===== src/rtl/qwp_pkg.sv =====
package qwp_pkg;

  // Outcome of checking one data write
  typedef enum logic [2:0] {
    CHK_OK    = 3'd0,
    CHK_SEQ   = 3'd1,
    CHK_SIZE  = 3'd2,
    CHK_ALIGN = 3'd3,
    CHK_WRP   = 3'd4
  } chk_t;

  // Access size codes
  localparam logic [1:0] SZ_BYTE = 2'd0;
  localparam logic [1:0] SZ_HALF = 2'd1;
  localparam logic [1:0] SZ_WORD = 2'd2;

  // Status bit positions (software decodes these)
  localparam int B_EOP   = 0;
  localparam int B_OPERR = 1;
  localparam int B_RSVD  = 2;
  localparam int B_PROG  = 3;
  localparam int B_WRP   = 4;
  localparam int B_ALIGN = 5;
  localparam int B_SIZE  = 6;
  localparam int B_SEQ   = 7;
  localparam int B_RDERR = 14;
  localparam int B_BUSY  = 16;
  localparam int B_WDW   = 17;

  localparam int FLAG_W  = 8;
  localparam int STAT_W  = 32;

endpackage


===== src/rtl/qwp_access_check.sv =====
module qwp_access_check
  import qwp_pkg::*;
#(
  parameter int ADDR_W = 20,
  parameter int QW_LSB = 4,
  parameter int WB_LSB = 2,
  localparam int IDX_W = ADDR_W - QW_LSB
) (
  input  logic              pg_en,
  input  logic [1:0]        size,
  input  logic [ADDR_W-1:0] addr,
  input  logic              first,
  input  logic [IDX_W-1:0]  base,
  input  logic              wp_en,
  input  logic [IDX_W-1:0]  wp_lo,
  input  logic [IDX_W-1:0]  wp_hi,
  output chk_t              verdict
);

  function automatic logic [IDX_W-1:0] qw_index(input logic [ADDR_W-1:0] a);
    return a[ADDR_W-1:QW_LSB];
  endfunction

  // Word must sit on a word boundary; a leading word also on a quad-word
  // boundary; a trailing word inside the quad-word already opened.
  function automatic logic off_grid(input logic [ADDR_W-1:0] a, input logic lead,
                                    input logic [IDX_W-1:0] b);
    if (a[WB_LSB-1:0] != '0) return 1'b1;
    if (lead) return a[QW_LSB-1:WB_LSB] != '0;
    return qw_index(a) != b;
  endfunction

  function automatic logic in_window(input logic [IDX_W-1:0] i, input logic en,
                                     input logic [IDX_W-1:0] lo, input logic [IDX_W-1:0] hi);
    return en && (i >= lo) && (i <= hi);
  endfunction

  always_comb begin
    if (!pg_en)                                  verdict = CHK_SEQ;
    else if (size != SZ_WORD)                    verdict = CHK_SIZE;
    else if (off_grid(addr, first, base))        verdict = CHK_ALIGN;
    else if (in_window(qw_index(addr), wp_en, wp_lo, wp_hi)) verdict = CHK_WRP;
    else                                         verdict = CHK_OK;
  end

endmodule


===== src/rtl/qwp_word_buffer.sv =====
module qwp_word_buffer #(
  parameter int DATA_W = 32,
  parameter int WORDS  = 4,
  parameter int IDX_W  = 16,
  localparam int SLOT_W = $clog2(WORDS),
  localparam int QW_W   = DATA_W * WORDS
) (
  input  logic              clk,
  input  logic              rst_n,
  input  logic              take,
  input  logic              drop,
  input  logic              flush,
  input  logic [SLOT_W-1:0] slot,
  input  logic [IDX_W-1:0]  idx,
  input  logic [DATA_W-1:0] word,
  output logic [SLOT_W-1:0] cnt,
  output logic [IDX_W-1:0]  base,
  output logic [QW_W-1:0]   held,
  output logic [QW_W-1:0]   merged,
  output logic              wdw,
  output logic              last
);

  localparam logic [SLOT_W-1:0] LAST_CNT = SLOT_W'(WORDS - 1);

  assign last = take && (cnt == LAST_CNT);

  always_ff @(posedge clk) begin
    if (!rst_n) begin
      cnt  <= '0;
      base <= '0;
      wdw  <= 1'b0;
    end else if (drop) begin
      cnt  <= '0;
      wdw  <= 1'b0;
    end else begin
      if (take) begin
        if (cnt == '0) base <= idx;
        cnt <= last ? '0 : cnt + 1'b1;
        wdw <= 1'b1;
      end
      if (flush) wdw <= 1'b0;
    end
  end

  for (genvar g = 0; g < WORDS; g++) begin : g_slot
    logic hit;
    assign hit = take && (slot == SLOT_W'(g));
    assign merged[g*DATA_W +: DATA_W] = hit ? word : held[g*DATA_W +: DATA_W];
    always_ff @(posedge clk) begin
      if (!rst_n)   held[g*DATA_W +: DATA_W] <= '0;
      else if (hit) held[g*DATA_W +: DATA_W] <= word;
    end
  end

endmodule


===== src/rtl/qwp_status_reg.sv =====
module qwp_status_reg
  import qwp_pkg::*;
(
  input  logic              clk,
  input  logic              rst_n,
  input  logic [FLAG_W-1:0] set_ev,
  input  logic              clr_en,
  input  logic [FLAG_W-1:0] clr_mask,
  input  logic              busy,
  input  logic              wdw,
  input  logic              eop_ie,
  input  logic              err_ie,
  output logic [STAT_W-1:0] status,
  output logic              irq
);

  localparam logic [FLAG_W-1:0] LIVE = ~(FLAG_W'(1) << B_RSVD);

  logic [FLAG_W-1:0] flags_q;
  logic [FLAG_W-1:0] clr;

  assign clr = clr_en ? (clr_mask & LIVE) : '0;

  always_ff @(posedge clk) begin
    if (!rst_n) flags_q <= '0;
    else        flags_q <= ((flags_q & ~clr) | set_ev) & LIVE;
  end

  always_comb begin
    status          = '0;
    status[FLAG_W-1:0] = flags_q;
    status[B_RDERR] = 1'b0;
    status[B_BUSY]  = busy;
    status[B_WDW]   = wdw;
  end

  assign irq = (flags_q[B_EOP] && eop_ie) ||
               ((flags_q[FLAG_W-1:B_OPERR] != '0) && err_ie);

  // a flag that was not cleared stays set
  a_r10_sticky: assert property (@(posedge clk) disable iff (!rst_n)
    ((flags_q & ~clr) != '0) |=> ((flags_q & $past(flags_q & ~clr)) == $past(flags_q & ~clr)));

  // completion flag cannot appear while its enable is low
  a_r9_eop_gated: assert property (@(posedge clk) disable iff (!rst_n)
    (!flags_q[B_EOP] && !eop_ie) |=> !flags_q[B_EOP]);

  // no request with both enables low
  a_r11_irq_gated: assert property (@(posedge clk) disable iff (!rst_n)
    (!eop_ie && !err_ie) |-> !irq);

endmodule


===== src/rtl/qwp_sequencer.sv =====
module qwp_sequencer
  import qwp_pkg::*;
#(
  parameter int ADDR_W = 20,
  parameter int DATA_W = 32,
  parameter int WORDS  = 4,
  localparam int WB_LSB = $clog2(DATA_W / 8),
  localparam int QW_LSB = $clog2(WORDS * DATA_W / 8),
  localparam int IDX_W  = ADDR_W - QW_LSB,
  localparam int SLOT_W = $clog2(WORDS),
  localparam int QW_W   = WORDS * DATA_W
) (
  input  logic              clk,
  input  logic              rst_n,
  input  logic              pg_en,
  input  logic              eop_ie,
  input  logic              err_ie,
  input  logic              wp_en,
  input  logic [IDX_W-1:0]  wp_lo,
  input  logic [IDX_W-1:0]  wp_hi,
  input  logic              wr_valid,
  input  logic [ADDR_W-1:0] wr_addr,
  input  logic [1:0]        wr_size,
  input  logic [DATA_W-1:0] wr_data,
  input  logic              sr_wr,
  input  logic [FLAG_W-1:0] sr_wdata,
  output logic [STAT_W-1:0] status,
  output logic              irq,
  output logic              arr_req,
  output logic [IDX_W-1:0]  arr_addr,
  output logic [QW_W-1:0]   arr_wdata,
  input  logic [QW_W-1:0]   arr_cur,
  input  logic              arr_done
);

  // Target must be blank unless the new data is all zeros
  function automatic logic needs_rewrite(input logic [QW_W-1:0] cur, input logic [QW_W-1:0] nxt);
    return !(&cur) && (|nxt);
  endfunction

  logic              busy_q, req_q, wdw;
  logic [SLOT_W-1:0] cnt;
  logic [IDX_W-1:0]  base;
  logic [QW_W-1:0]   held, merged;
  chk_t              verdict;
  logic              acc, take, last, prog_bad, launch, err_evt, done_ok;
  logic [FLAG_W-1:0] set_ev;

  assign acc = wr_valid && !busy_q;

  qwp_access_check #(.ADDR_W(ADDR_W), .QW_LSB(QW_LSB), .WB_LSB(WB_LSB)) u_chk (
    .pg_en  (pg_en),
    .size   (wr_size),
    .addr   (wr_addr),
    .first  (cnt == '0),
    .base   (base),
    .wp_en  (wp_en),
    .wp_lo  (wp_lo),
    .wp_hi  (wp_hi),
    .verdict(verdict)
  );

  assign take     = acc && (verdict == CHK_OK);
  assign prog_bad = last && needs_rewrite(arr_cur, merged);
  assign launch   = last && !prog_bad;
  assign err_evt  = (acc && (verdict != CHK_OK)) || prog_bad;
  assign done_ok  = busy_q && arr_done;

  qwp_word_buffer #(.DATA_W(DATA_W), .WORDS(WORDS), .IDX_W(IDX_W)) u_buf (
    .clk   (clk),
    .rst_n (rst_n),
    .take  (take),
    .drop  (err_evt),
    .flush (done_ok),
    .slot  (wr_addr[QW_LSB-1:WB_LSB]),
    .idx   (wr_addr[ADDR_W-1:QW_LSB]),
    .word  (wr_data),
    .cnt   (cnt),
    .base  (base),
    .held  (held),
    .merged(merged),
    .wdw   (wdw),
    .last  (last)
  );

  always_ff @(posedge clk) begin
    if (!rst_n) begin
      busy_q <= 1'b0;
      req_q  <= 1'b0;
    end else begin
      req_q <= launch;
      if (launch)       busy_q <= 1'b1;
      else if (done_ok) busy_q <= 1'b0;
    end
  end

  always_comb begin
    set_ev          = '0;
    set_ev[B_SEQ]   = acc && (verdict == CHK_SEQ);
    set_ev[B_SIZE]  = acc && (verdict == CHK_SIZE);
    set_ev[B_ALIGN] = acc && (verdict == CHK_ALIGN);
    set_ev[B_WRP]   = acc && (verdict == CHK_WRP);
    set_ev[B_PROG]  = prog_bad;
    set_ev[B_OPERR] = err_evt && err_ie;
    set_ev[B_EOP]   = done_ok && eop_ie;
  end

  qwp_status_reg u_stat (
    .clk     (clk),
    .rst_n   (rst_n),
    .set_ev  (set_ev),
    .clr_en  (sr_wr && !busy_q),
    .clr_mask(sr_wdata),
    .busy    (busy_q),
    .wdw     (wdw),
    .eop_ie  (eop_ie),
    .err_ie  (err_ie),
    .status  (status),
    .irq     (irq)
  );

  assign arr_req   = req_q;
  assign arr_addr  = base;
  assign arr_wdata = held;

  // request lasts one cycle and is covered by busy
  a_r7_req_pulse: assert property (@(posedge clk) disable iff (!rst_n)
    arr_req |=> !arr_req);
  a_r7_req_busy: assert property (@(posedge clk) disable iff (!rst_n)
    arr_req |-> status[B_BUSY]);

  // an outstanding operation always has buffered data
  a_r6_busy_wdw: assert property (@(posedge clk) disable iff (!rst_n)
    busy_q |-> wdw);

  // command held steady while the array works
  a_r12_hold_cmd: assert property (@(posedge clk) disable iff (!rst_n)
    (busy_q && !arr_done) |=> ($stable(arr_wdata) && $stable(arr_addr)));

  // a dirty target never launches
  a_r8_dirty_no_launch: assert property (@(posedge clk) disable iff (!rst_n)
    prog_bad |=> (!arr_req && !busy_q));

endmodule


===== config.mk =====
export PLATFORM = sky130hd
export DESIGN_NAME = qwp_sequencer
export DESIGN_NICKNAME = d
export VERILOG_FILES = /design/src/rtl/qwp_pkg.sv /design/src/rtl/qwp_access_check.sv /design/src/rtl/qwp_word_buffer.sv /design/src/rtl/qwp_status_reg.sv /design/src/rtl/qwp_sequencer.sv
export SDC_FILE = /design/constraint.sdc
export NUM_CORES = 1
export LEC_CHECK = 0
export BUFFER_PORTS_ARGS = -buffer_cell sky130_fd_sc_hd__buf_2
export CAP_MARGIN = 20
export CELL_PAD_IN_SITES_DETAIL_PLACEMENT = 1
export CELL_PAD_IN_SITES_GLOBAL_PLACEMENT = 2
export CORE_MARGIN = 3
export CORE_UTILIZATION = 22
export CTS_CLUSTER_SIZE = 14
export DETAILED_ROUTE_END_ITERATION = 16
export GPL_ROUTABILITY_DRIVEN = 0
export GPL_TIMING_DRIVEN = 1
export PLACE_DENSITY_LB_ADDON = 0.15
export SKIP_LAST_GASP = 1
export SYNTH_ARGS = -nofsm -noshare
export SYNTH_HDL_FRONTEND = slang
export SYNTH_SLANG_ARGS = --single-unit
export TNS_END_PERCENT = 100

===== constraint.sdc =====
create_clock -name clk -period 4.3 [get_ports clk]
set_input_delay 1.075 -clock clk [delete_from_list [all_inputs] [get_ports clk]]
set_output_delay 1.075 -clock clk [all_outputs]
set_load 0.05 [all_outputs]

==> run metrics <==
Worst R2R End=u_buf.base[9]$_SDFFE_PN0P_; initial antenna violation count=7; routed via count=between 8000 and 9000; Synth-to-Final Area Change=46.88%; PnR worst setup slack=-38.92 ps; VDD IR max=0.2091 mV; Final Setup Violations=16; outcome=finished, violations left; largest net degree at the start of global routing=74; yosys warns=0; Yosys top cell by area=dfxtp_1; Startpoint Class=primary input; IO Port Bufs=between 300 and 400; asr flop ratio synth=0%; FF+latch count, synth=about 160; Synth Cell Area=0.007881 sq mm; Setup WS pre-CTS=-628.9 ps; EDFF count, synth=0; root buffer cell=clkbuf_16; Distinct cells, synth=60; Worst path max stage delay=~560 ps; period utilisation layout=100.9%; Worst path slowest cell=or4_4; GRT Max-Usage Layer=met2; max-cap viol count=0; core area=0.03488 sq mm; H-tree depth=4; Max Freq=0.2305 GHz; I/O pins=slightly above 400; TritonRoute pass-1 iters=5; Avg WL per Cell=21.31 um; DRC=0; Avg Cell Area, Syn=slightly above 8 sq um; Worst Skew=~17 ps; dpl cells=1806; Detailed Place HPWL=roughly 31000 um; wire length of the first global-routing pass=~57000 um; CP startpoint=wr_addr[12]; Global Route Usage Sum=between 10% and 20%; cells along the critical path=buf_4 > ha_4 > nand4_1 > buf_4 > nor2_1 > a221o_1 > o31ai_4 > buf_4 > a311oi_4 > buf_6 > mux2i_1 > or4_4 > nor4_4 > buf_4 > a211oi_4 > nor3_4 > clkbuf_16 > a22o_1; GR Util met2=33.61%; vias in the first global route=~8900; Clock Latency Late Sink=~430 ps; sequential fraction of the synthesis area=between 30% and 40%; Cell Area, Placed=roughly 0.011 sq mm; Worst-path clk slew=around 70 ps; Hold Buf Count CTS=0; Slew headroom=between 40% and 50%; FP Rows=approximately 70; HP Class=reg2reg; leak pwr=a little over 5 nW; post-route ant nets=0; M1 GR Usage=25.10%; Sink Count=156; flop2flop setup slack=~560 ps; post-synth top area share=between 30% and 40%; Main synth FF type=dfxtp_1; met3 Use GR=6.090%; Worst Path Max Fanout=8; most used cell, CP=buf_4; Die Ht=between 150 and 200 um; Fillers=between 4000 and 5000; TritonCTS clock tree=done; DRT iter0 DRCs=a little over 400; Slew Limit Fails=0; starting density of the core=22.59%; Arr. time, crit path=4710 ps; post-DR vias/cell=roughly 4.6; CP required=~4700 ps; share of layout cells above drive strength 1=approximately two fifths; most common cell in the synthesized netlist=nand2_1; final net count=approximately 1700; top cells by count, synth=166 x nand2_1, 156 x dfxtp_1, 98 x nor2_1; Worst R2R Path Depth=14; RSZ-0062 raised after global routing=true; Die Footprint=between 0.03 and 0.04 sq mm; Design Area, Final=0.01158 sq mm; CP Capture Point=u_buf.base[9]$_SDFFE_PN0P_; Synth area leaders=dfxtp_1 40%, mux2i_1 9.4%, nand2_1 7.9%, a21oi_1 5.5%, ha_1 5.4%; kind of critical path=in2reg; kind of end point of the critical path=flop; Gate Count Post-Synth=roughly 950; gr ovfl total=0; Hold Fails Final Rpt=0; pwr/cell area=around 300 mW/mm^2; reg-to-reg startpoint=u_buf.base[6]$_SDFFE_PN0P_; failing checks=setup timing; Clock Path Buffers=2; slew at the pin closest to its max-slew limit=just over 800 ps; Layout Cells excl Fill=between 1500 and 2000; DRT Wirelength=a little under 40000 um; post-layout min period=roughly 4300 ps; CTS Buf Count=17; Die W=195.3 um
how the worst min path moves through the flow:
| stage | slack, ps | from | cells after the start | endpoint |
|---|---|---|---|---|
| floorplan | 490 | busy_q$_SDFFE_PN0P_ | 2 | busy_q$_SDFFE_PN0P_ |
| global placement | 450 | u_buf.held[37]$_SDFF_PN0_ | 2 | u_buf.held[37]$_SDFF_PN0_ |
| detailed placement | 460 | u_buf.held[37]$_SDFF_PN0_ | 2 | u_buf.held[37]$_SDFF_PN0_ |
| CTS | 470 | u_buf.held[37]$_SDFF_PN0_ | 2 | u_buf.held[37]$_SDFF_PN0_ |
| global route | 490 | u_buf.held[12]$_SDFF_PN0_ | 2 | u_buf.held[12]$_SDFF_PN0_ |
| finish | 470 | u_buf.held[37]$_SDFF_PN0_ | 2 | u_buf.held[37]$_SDFF_PN0_ |
kinds of logic (layout without fill, tap and decap cells):
group / count (synthesis) / in the layout / synth area share [%]
simple gates: 421 / 421 / 25.26
xor+xnor: 16 / 16 / 1.778
other cells: 1 / 24 / 0.04758
compound gates: 139 / 140 / 11.40
flops: 156 / 156 / 39.63
buf+inv: 111 / 533 / 6.763
mux: 76 / 76 / 9.732
fa+ha+maj: 34 / 34 / 5.398
critical path, delay by kind of cell:
kind | cells | cell delay (ps)
compound gates | 5 | 970
fa+ha+maj | 1 | 220
buf+inv | 6 | 1030
mux | 1 | 120
simple gates | 5 | 1280
routing by layer:
| metal | vias up | share of wire [%] |
|---|---|---|
| met4 | 12 | 0.85 |
| li1 | 4179 | - |
| met3 | 30 | 6.9 |
| met2 | 261 | 49 |
| met5 | - | 0.15 |
| met1 | 4123 | 43 |
flip-flops by register name (all words and copies together), names as in the netlist:
signal / cells
u_buf.cnt: 2
u_buf.wdw: 1
arr_req: 1
busy_q: 1
u_buf.base: 16
u_buf.held: 128
u_stat.flags_q: 7
repair_timing:
action	CTS	global route
setup endpoints to repair	19	22
resized for setup	8	24
endpoints found under the hold margin	0	0
pin swaps	4	15
buffers inserted	7	9
gates cloned	1	1
metrics by stage:
stage | TNS (ps) | total power [mW] | util [%] | hold slack, ps
after floorplan | -466.7 | 1.689 | - | 490.4
after global placement | -11280 | 1.927 | 30.64 | 453.4
after detailed placement | -12290 | 1.930 | 30.64 | 459.4
after CTS | -171.9 | 3.448 | 32.63 | 469.4
after global routing | -3097 | 3.569 | 33.19 | 489.0
final | -387.8 | 3.418 | 33.19 | 469.0
layout by cell type, fill, tap and decap left out, types with 23 or more instances in the layout:
| cell | count |
|---|---|
| nor2_1 | 98 |
| ha_1 | 27 |
| buf_4 | 75 |
| mux2i_1 | 74 |
| nand2_1 | 166 |
| a21oi_1 | 84 |
| inv_1 | 31 |
| nor3_1 | 29 |
| dfxtp_1 | 156 |
| nor4_1 | 30 |
| buf_2 | 377 |
| nand4_1 | 43 |
| conb_1 | 23 |
cell type report:
type                            count  area (sq um)  area share (%)
Antenna cell                        1         2.502         0.02162
Multi-Input combinational cell    710          4526           39.09
Timing Repair Buffer              465          2636           22.77
Tap cell                          455         569.3           4.918
Inverter                           36         147.6           1.275
Clock inverter                     14         132.6           1.146
Clock buffer                       18         439.2           3.794
Sequential cell                   156          3123           26.98
report_power, final:
group | switching [mW] | internal (mW)
clock | 0.672 | 0.823
sequential | 0.00276 | 1.45
combinational | 0.292 | 0.182
(Power assumes the default switching activity.)
